==> src/rtl/gpio_mux_port.sv <==
module gpio_mux_port #(
  parameter int N = 32,
  parameter int NF = 4,
  parameter logic [23:0] WP_KEY = 24'h5EC0DE,
  parameter logic [N-1:0] OWN_RST = '1
) (
  input  logic            clk,
  input  logic            rst_n,
  input  logic            bus_sel,
  input  logic            bus_we,
  input  logic [7:0]      bus_addr,
  input  logic [N-1:0]    bus_wdata,
  output logic [N-1:0]    bus_rdata,
  input  logic [N-1:0]    pad_in,
  output logic [N-1:0]    pad_out,
  output logic [N-1:0]    pad_oe,
  output logic [N-1:0]    pad_pu,
  output logic [N-1:0]    pad_pd,
  input  logic [NF*N-1:0] per_out,
  input  logic [NF*N-1:0] per_oe,
  input  logic [N-1:0]    per_lock
);
  localparam int SELW = (NF > 1) ? $clog2(NF) : 1;
  localparam logic [7:0] A_OWN = 8'h00, A_DIR = 8'h04, A_VAL = 8'h08, A_SYNC = 8'h0B;
  localparam logic [7:0] A_MD = 8'h0C, A_PU = 8'h10, A_PD = 8'h14, A_MSK = 8'h18;
  localparam logic [7:0] A_SEL = 8'h1C, A_PIN = 8'h20, A_WP = 8'h24, A_VIO = 8'h25;

  logic [N-1:0] own_q, dir_q, dout_q, md_q, pu_q, pd_q, owm_q;
  logic [N-1:0] sel_q [SELW];
  logic wp_en, viol;

  wire wr = bus_sel & bus_we;
  wire [5:0] wbase = bus_addr[7:2];
  wire wlo = ~bus_addr[1];
  wire is_cfg = wlo & ((bus_addr[7:2] <= 6'h7) & (bus_addr[7:2] != 6'h2));
  wire blocked = wr & wp_en & is_cfg;
  wire cfg_wr = wr & ~wp_en;
  wire wset = ~bus_addr[0];
  wire [N-1:0] wb = bus_wdata & ~per_lock;
  wire key_ok = bus_wdata[N-1 -: 24] == WP_KEY;

  function automatic logic [N-1:0] setclr(input logic [N-1:0] cur, input logic [N-1:0] b, input logic s);
    return s ? (cur | b) : (cur & ~b);
  endfunction

  always_ff @(posedge clk) begin
    if (!rst_n) begin
      own_q <= OWN_RST;
      dir_q <= '0;
      md_q  <= '0;
      pu_q  <= '0;
      pd_q  <= '0;
      owm_q <= '0;
    end else if (cfg_wr && wlo) begin
      if (wbase == A_OWN[7:2]) own_q <= setclr(own_q, wb, wset);
      if (wbase == A_DIR[7:2]) dir_q <= setclr(dir_q, wb, wset);
      if (wbase == A_MD[7:2])  md_q  <= setclr(md_q, wb, wset);
      if (wbase == A_MSK[7:2]) owm_q <= setclr(owm_q, bus_wdata, wset);
      if (wbase == A_PU[7:2]) begin
        pu_q <= setclr(pu_q, wb, wset);
        if (wset) pd_q <= pd_q & ~wb;
      end
      if (wbase == A_PD[7:2]) begin
        pd_q <= setclr(pd_q, wb, wset);
        if (wset) pu_q <= pu_q & ~wb;
      end
    end
  end

  always_ff @(posedge clk) begin
    if (!rst_n) dout_q <= '0;
    else if (wr && bus_addr == A_SYNC) dout_q <= (dout_q & ~owm_q) | (bus_wdata & owm_q);
    else if (wr && wbase == A_VAL[7:2] && wlo) dout_q <= setclr(dout_q, bus_wdata, wset);
  end

  for (genvar k = 0; k < SELW; k++) begin : g_plane
    always_ff @(posedge clk) begin
      if (!rst_n) sel_q[k] <= '0;
      else if (cfg_wr && bus_addr == A_SEL + 8'(k)) sel_q[k] <= (sel_q[k] & per_lock) | wb;
    end
  end

  always_ff @(posedge clk) begin
    if (!rst_n) begin
      wp_en <= 1'b0;
      viol  <= 1'b0;
    end else if (wr && bus_addr == A_WP && key_ok) begin
      wp_en <= bus_wdata[0];
      viol  <= 1'b0;
    end else if (blocked) begin
      viol  <= 1'b1;
    end
  end

  always_comb begin
    for (int n = 0; n < N; n++) begin
      int f;
      logic o, e;
      f = 0;
      for (int k = 0; k < SELW; k++) f = f | (int'(sel_q[k][n]) << k);
      o = own_q[n] ? dout_q[n] : per_out[f*N+n];
      e = own_q[n] ? dir_q[n]  : per_oe[f*N+n];
      pad_out[n] = md_q[n] ? 1'b0 : o;
      pad_oe[n]  = md_q[n] ? (e & ~o) : e;
    end
  end

  assign pad_pu = pu_q;
  assign pad_pd = pd_q;

  always_comb begin
    bus_rdata = '0;
    case (bus_addr)
      A_OWN + 8'd2: bus_rdata = own_q;
      A_DIR + 8'd2: bus_rdata = dir_q;
      A_VAL + 8'd2: bus_rdata = dout_q;
      A_MD  + 8'd2: bus_rdata = md_q;
      A_PU  + 8'd2: bus_rdata = pu_q;
      A_PD  + 8'd2: bus_rdata = pd_q;
      A_MSK + 8'd2: bus_rdata = owm_q;
      A_PIN:        bus_rdata = pad_in;
      A_WP:         bus_rdata = {{(N-1){1'b0}}, wp_en};
      A_VIO:        bus_rdata = {{(N-1){1'b0}}, viol};
      default:      bus_rdata = '0;
    endcase
    for (int k = 0; k < SELW; k++)
      if (bus_addr == A_SEL + 8'(k)) bus_rdata = sel_q[k];
  end
endmodule

==> config.mk <==
export PLATFORM = sky130hd
export DESIGN_NAME = gpio_mux_port
export DESIGN_NICKNAME = d
export VERILOG_FILES = /design/src/rtl/gpio_mux_port.sv
export SDC_FILE = /design/constraint.sdc
export NUM_CORES = 1
export LEC_CHECK = 0
export BUFFER_PORTS_ARGS = -buffer_cell sky130_fd_sc_hd__buf_2
export CORE_MARGIN = 2
export CORE_UTILIZATION = 36
export DETAILED_ROUTE_END_ITERATION = 10
export PLACE_DENSITY_LB_ADDON = 0.1
export SLEW_MARGIN = 20
export SYNTH_ARGS = -nofsm -noshare
export SYNTH_HDL_FRONTEND = slang
export SYNTH_SLANG_ARGS = --single-unit
==> constraint.sdc <==
create_clock -name clk -period 2.7 [get_ports clk]
set_input_delay 0.135 -clock clk [delete_from_list [all_inputs] [get_ports clk]]
set_output_delay 0.135 -clock clk [all_outputs]
set_load 0.01 [all_outputs]
==> results.py, run 1 <==
metrics = {
    "global_routing": {
        "grt_pass1_wl_um": 111700,
        "antenna_found_initial": 3,
        "grtUsageTotal": 0.2968,
        "grt_max_degree": 86,
        "grt_pass1_vias": 17600,
        "grt_overflow": 0,
    },
    "pwr": {
        "pwr-share-comb": 0.114,
        "power.internal_mw": 8.144,
        "irDropWorstVdd_v": 0.0003221,
        "seq_power_share": 0.415,
        "leakagePower_nw": 9.530,
        "clkPwrFrac": 0.470,
        "p_per_area_nw_per_um2": 480.2,
        "p_switching_mw": 2.746,
        "switching_share": 0.2522,
    },
    "finish": {
        "drive_gt1_frac": 0.3200,
        "fill_cells": 4579,
        "final_cells": 3044,
        "nets": 2765,
        "final_util": 0.4769,
        "area_delta_synth_final_pct": 31.36,
        "design_area_um2": 22680,
    },
    "timing": {
        "rsz0062_at_grt": "false",
        "hold_viol": 0,
        "slew_viol_final": 0,
        "tightest_slew_ns": 1.086,
        "finalSetupViolations": 0,
        "min_period_ns": 2.551,
        "setup_tns_ns": 0,
        "fin_worst_skew_ns": 0.01728,
        "fmax_mhz": 392.1,
        "min_period_over_period": 0.9447,
        "relSlewSlack": 0.2757,
    },
    "floorplanning": {
        "boundaryPins": 524,
        "num_rows": 80,
        "coreArea_um2": 47550,
        "die_area_um2": 49720,
        "die_h_um": 223.0,
        "start_util": 0.3631,
        "die_w_um": 223.0,
    },
    "worst_hold_path": {
        "hp-start": "bus_addr[0]",
        "hp-class": "input port to flip-flop",
        "whs_path_depth": 2,
    },
    "worst_setup_path": {
        "required_ns": 2.57,
        "cp.arrival_ns": 2.42,
        "cp-end-kind": "output pin",
        "start_kind": "input port",
        "setup.worst_path.class": "input port to output pin",
        "rr_startpoint": "wp_en",
        "regToRegSetupSlack_ns": 0.51,
        "crit_path_max_fanout": 11,
        "r2r_cells": 7,
    },
    "placement": {
        "place_area_um2": 20780,
        "dp_hpwl_um": 54210,
        "port-buffer-count": 523,
        "dp.cells": 2913,
        "place_congestion": 0.8710,
    },
    "clocking": {
        "htree_num_levels": 2,
        "clock_sinks": 290,
        "post-cts-setup-buffer-count": 0,
        "root_buffer": "clkbuf_16",
        "clk_latency_ns": 0.56,
        "tritoncts": "built",
        "path_clk_slew_ns": 0.05,
        "cts_buffers": 36,
        "post_cts_resize_count": 0,
        "clockBufferDepth": 3,
    },
    "synth": {
        "synth_top_area_cell": "dfxtp_1",
        "syn_inst": 1861,
        "ys_seq_area_frac": 0.3734,
        "yosysTopAreaCellShare": 0.2621,
        "synth_commonest_cells": "a21oi_1 (302), dfxtp_1 (226), nor2_1 (206)",
        "yosys-top-cells-area": "dfxtp_1 (26%), mux4_2 (12%), edfxtp_1 (11%)",
        "synth.most_common_cell": "a21oi_1",
        "synth-async-reset-ratio": 0,
        "syn-cell-area_um2": 17260,
        "synth-main-ff-cell": "dfxtp_1",
        "ys_ff_latch": 290,
        "synth_cell_type_count": 57,
        "synthesis.nets": 2225,
        "syn_area_per_cell_um2": 9.276,
        "synth_warnings": 0,
        "synth_edf_count": 64,
    },
    "drt": {
        "wl_per_cell_um": 24.95,
        "drt_pass1_iterations": 6,
        "antenna_left": 0,
        "totalWireLength_um": 75960,
        "viasPerCell": 5.914,
        "remaining_drc_errors": 0,
        "num_vias": 18000,
        "drt-initial-drc-count": 1513,
    },
    "run": {
        "max-cap-violations": 0,
    },
    "outcome": {
        "status": "completed",
    },
}
==> power by group through the flow <==
stage | Sequential [mW] | Clock (mW) | Combinational, mW
finish | 4.52 | 5.12 | 1.25
global route | 4.53 | 5.39 | 1.33
detailed placement | 4.61 | 0 | 1.16
CTS | 4.52 | 5.22 | 1.24
global placement | 4.61 | 0 | 1.14
floorplan | 4.60 | 0 | 0.574
==> area by class of cell <==
type	instances	area, um^2	share of cell area
clock inverters	12	148.9	0.006566
diodes	1	2.502	0.0001104
inverters	10	40.04	0.001766
clock buffers	53	1099	0.04844
well taps	615	769.5	0.03393
repair buffers	665	4013	0.1769
multi-input cells	1398	10160	0.4480
flip-flops and latches	290	6446	0.2843
==> stage by stage <==
stage	setup WS (ns)	hold WS [ns]	power, mW
global route	0.08884	0.04040	11.24
floorplan	0.01332	0.2447	5.172
detailed placement	0.2385	0.4270	5.772
finish	0.1494	0.03679	10.89
CTS	0.1653	0.003408	10.98
global placement	0.2647	0.4279	5.758
==> worst max-delay path, stage by stage <==
cell and delay [ns]:
buf_2 0.10, buf_4 0.21, nor4b_1 0.44, buf_4 0.21
nand2_1 0.29, nor3_1 0.34, a211oi_1 0.09, a21oi_1 0.38
buf_2 0.22
==> per-layer routing <==
metal,track usage,part of all wire
met1,0.3840,0.42
met2,0.5056,0.49
met3,0.04662,0.065
met4,0.09937,0.029
met5,0,0.00026
==> cells by family after synthesis <==
| group | after synthesis | synth area share |
|---|---|---|
| xor+xnor | 1 | 0.0005074 |
| compound gates | 719 | 0.2704 |
| simple gates | 484 | 0.1363 |
| mux | 194 | 0.1772 |
| buf+inv | 173 | 0.04211 |
| flops | 290 | 0.3734 |
==> repair_timing <==
action | 4_1_cts | 5_1_grt
endpoints found under the hold margin | 121 | 0
endpoints found under the setup margin | 0 | 0
hold buffers | 65 | 0
==> worst max path at each step <==
stage | endpoint | depth (start not counted) | slack (ns) | startpoint
final | bus_rdata[13] | 9 | 0.15 | bus_addr[4]
after global routing | pad_oe[22] | 5 | 0.09 | sel_q[0][22]
after detailed placement | bus_rdata[13] | 9 | 0.24 | bus_addr[4]
after CTS | pad_oe[22] | 5 | 0.17 | sel_q[0][22]
after global placement | bus_rdata[13] | 9 | 0.26 | bus_addr[4]
after floorplan | sel_q[0][0] | 6 | 0.01 | bus_addr[5]
==> layout by cell type (no fill, tap or decap), drive strengths merged, types with 5 or more instances in the layout <==
master / n
a211oi: 5
a21boi: 24
a21oi: 302
a222oi: 12
a22oi: 19
a311oi: 104
buf: 600
clkbuf: 53
clkinv: 8
dfxtp: 226
dlygate4sd3: 65
edfxtp: 64
inv: 11
mux2i: 102
mux4: 89
nand2: 100
nand2b: 38
nand3: 25
nor2: 210
nor2b: 62
nor3: 16
nor4: 10
o211a: 24
o211ai: 17
o21a: 28
o21ai: 109
o2bb2ai: 29
o311ai: 31
No activity file was read; power rests on OpenSTA's default activity.
==> inputs of run 2 (changes only) <==
==> config.mk (replaced) <==
export PLATFORM = sky130hd
export DESIGN_NAME = gpio_mux_port
export DESIGN_NICKNAME = d
export VERILOG_FILES = /design/src/rtl/gpio_mux_port.sv
export SDC_FILE = /design/constraint.sdc
export NUM_CORES = 1
export LEC_CHECK = 0
export BUFFER_PORTS_ARGS = -buffer_cell sky130_fd_sc_hd__buf_4
export CORE_AREA = 2 2 205 207
export DETAILED_ROUTE_END_ITERATION = 10
export DIE_AREA = 0 0 207 209
export PLACE_DENSITY = 0.7
export SLEW_MARGIN = 20
export SYNTH_ARGS = -nofsm -noshare
export SYNTH_HDL_FRONTEND = slang
export SYNTH_SLANG_ARGS = --single-unit
==> run 2 against run 1 <==
  * Register-to-register slack better by 0.11 ns
  * Final cell count down 2.5%
  * Sequential share of layout area down 1.4 points
  * Critical path depth unchanged
  * Total power down 1.7%
  * Setup slack worse by 0.027 ns
  * Design area up 5.1%
  * Sequential power about the same
  * Clock skew up 0.0095 ns
  * Non-clock buffer count up 2
  * Largest power group unchanged
==> results.py, run 2 (synthesized netlist as in run 1, its figures left out) <==
metrics = {
    "outcome": {
        "status": "completed",
    },
    "pwr": {
        "irDropWorstVdd_v": 0.0003623,
        "leakagePower_nw": 9.796,
        "p_per_area_nw_per_um2": 449.4,
    },
    "global_routing": {
        "grtUsageTotal": 0.3291,
        "grt_overflow": 0,
        "grt_max_degree": 89,
        "grt_pass1_vias": 18180,
        "grt_pass1_wl_um": 110300,
        "antenna_found_initial": 3,
    },
    "worst_setup_path": {
        "cp.arrival_ns": 2.44,
        "r2r_cells": 6,
        "cpMaxStageDelayCell": "or4b_1",
        "path_common_cell": "buf_4",
        "path_delay_family": "simple AND/OR/NAND/NOR gates",
        "path_buf_inv": 4,
        "setup.worst_path.class": "input port to output pin",
        "crit_path_max_fanout": 10,
        "critical_path.cell_chain": "buf_4 > or4b_1 > nor4_4 > buf_4 > buf_4 > nand2_1 > o211ai_1 > o21a_1 > buf_4",
        "start_kind": "input port",
        "required_ns": 2.57,
        "cp-end-kind": "output pin",
        "worst-path-stages": 9,
        "max_stage_delay_ns": 0.75,
    },
    "timing": {
        "min_period_ns": 2.578,
        "tightest_slew_ns": 0.8574,
        "finalSetupViolations": 0,
        "fmax_mhz": 387.9,
        "setup_tns_ns": 0,
        "slew_viol_final": 0,
        "fin_worst_skew_ns": 0.02681,
        "hold_viol": 0,
        "rsz0062_at_grt": "false",
        "relSlewSlack": 0.4284,
        "min_period_over_period": 0.9547,
    },
    "finish": {
        "fill_cells": 3605,
        "drive_gt1_frac": 0.3193,
        "design_area_um2": 23830,
        "layout_common_cells": "buf_4 (588), a21oi_1 (302), dfxtp_1 (226), nor2_1 (206), o21ai_0 (109)",
        "area_delta_synth_final_pct": 38.03,
        "final_cells": 2968,
        "final_common_cell": "buf_4",
        "nets": 2765,
    },
    "placement": {
        "dp.cells": 2840,
        "place_congestion": 0.9114,
        "port-buffer-count": 523,
        "place_area_um2": 22020,
        "dp_hpwl_um": 53930,
    },
    "clocking": {
        "tritoncts": "built",
        "clockBufferDepth": 3,
        "htree_num_levels": 2,
        "clk_latency_ns": 0.53,
        "path_clk_slew_ns": 0.07,
        "clock_sinks": 290,
        "root_buffer": "clkbuf_16",
        "post_cts_resize_count": 0,
        "cts_buffers": 34,
    },
    "floorplanning": {
        "die_w_um": 207,
        "num_rows": 75,
        "die_area_um2": 43260,
        "start_util": 0.4181,
        "die_h_um": 209,
        "coreArea_um2": 41290,
        "boundaryPins": 524,
    },
    "run": {
        "max-cap-violations": 0,
    },
    "drt": {
        "wl_per_cell_um": 25.23,
        "totalWireLength_um": 74890,
        "remaining_drc_errors": 0,
        "num_vias": 18640,
        "viasPerCell": 6.281,
        "drt-initial-drc-count": 1874,
        "antenna_left": 0,
        "drt_pass1_iterations": 6,
    },
    "worst_hold_path": {
        "whs_path_depth": 2,
        "hp-class": "input port to flip-flop",
    },
}
-- run 2: worst reg2reg max path: stages (launching register included) --
cell and delay [ns]:
dfxtp_1 0.34, nand4bb_1 0.27, nor3_1 0.45, nand2_2 0.11, buf_4 0.30, o21ai_0 0.25, o311ai_0 0.17
-- run 2: final timing paths --
kind	start	slack (ns)	endpoint
max	bus_addr[5]	0.12	bus_rdata[2]
min	bus_addr[0]	0.08	flip-flop
max reg2reg	wp_en	0.62	flip-flop
min reg2reg	flip-flop	0.50	flip-flop
-- run 2: repair_timing --
action	CTS	global route
hold buffers	64	0
setup buffers	0	0
endpoints found under the hold margin	120	0
endpoints found under the setup margin	0	0
-- run 2: layout make-up --
type	count	area, um^2	area share
tap	539	674.4	0.02830
antenna	2	5.005	0.0002100
multi-input combinational	1398	10160	0.4263
clock buffer	50	1002	0.04206
clock inverter	12	155.1	0.006511
sequential	290	6446	0.2705
timing repair buffer	667	5346	0.2244
inverter	10	40.04	0.001680
-- run 2: power breakdown --
part / leakage [nW] / switching [mW] / total, mW / internal [mW]
combinational: 6.75 / 0.678 / 1.39 / 0.713
clock: 0.570 / 1.92 / 4.79 / 2.87
sequential: 2.48 / 0.0610 / 4.52 / 4.46
-- run 2: stage by stage --
step	total power, mW	hold WS (ns)	util	setup slack [ns]
finish	10.71	0.08442	0.5771	0.1222
global route	11.00	0.07690	0.5770	0.002162
CTS	10.71	0.06029	0.5770	0.1469
detailed placement	5.908	0.3799	0.5334	0.1646
global placement	5.882	0.3730	0.5334	0.1886
floorplan	5.172	0.2447	-	0.01332
-- run 2: metal layers --
metal,global-route usage,up-vias,share of wire
met3,0.06988,182,0.098
li1,-,8269,-
met4,0.1276,2,0.039
met1,0.4094,9022,0.38
met5,0,-,0.00021
met2,0.5593,1167,0.48
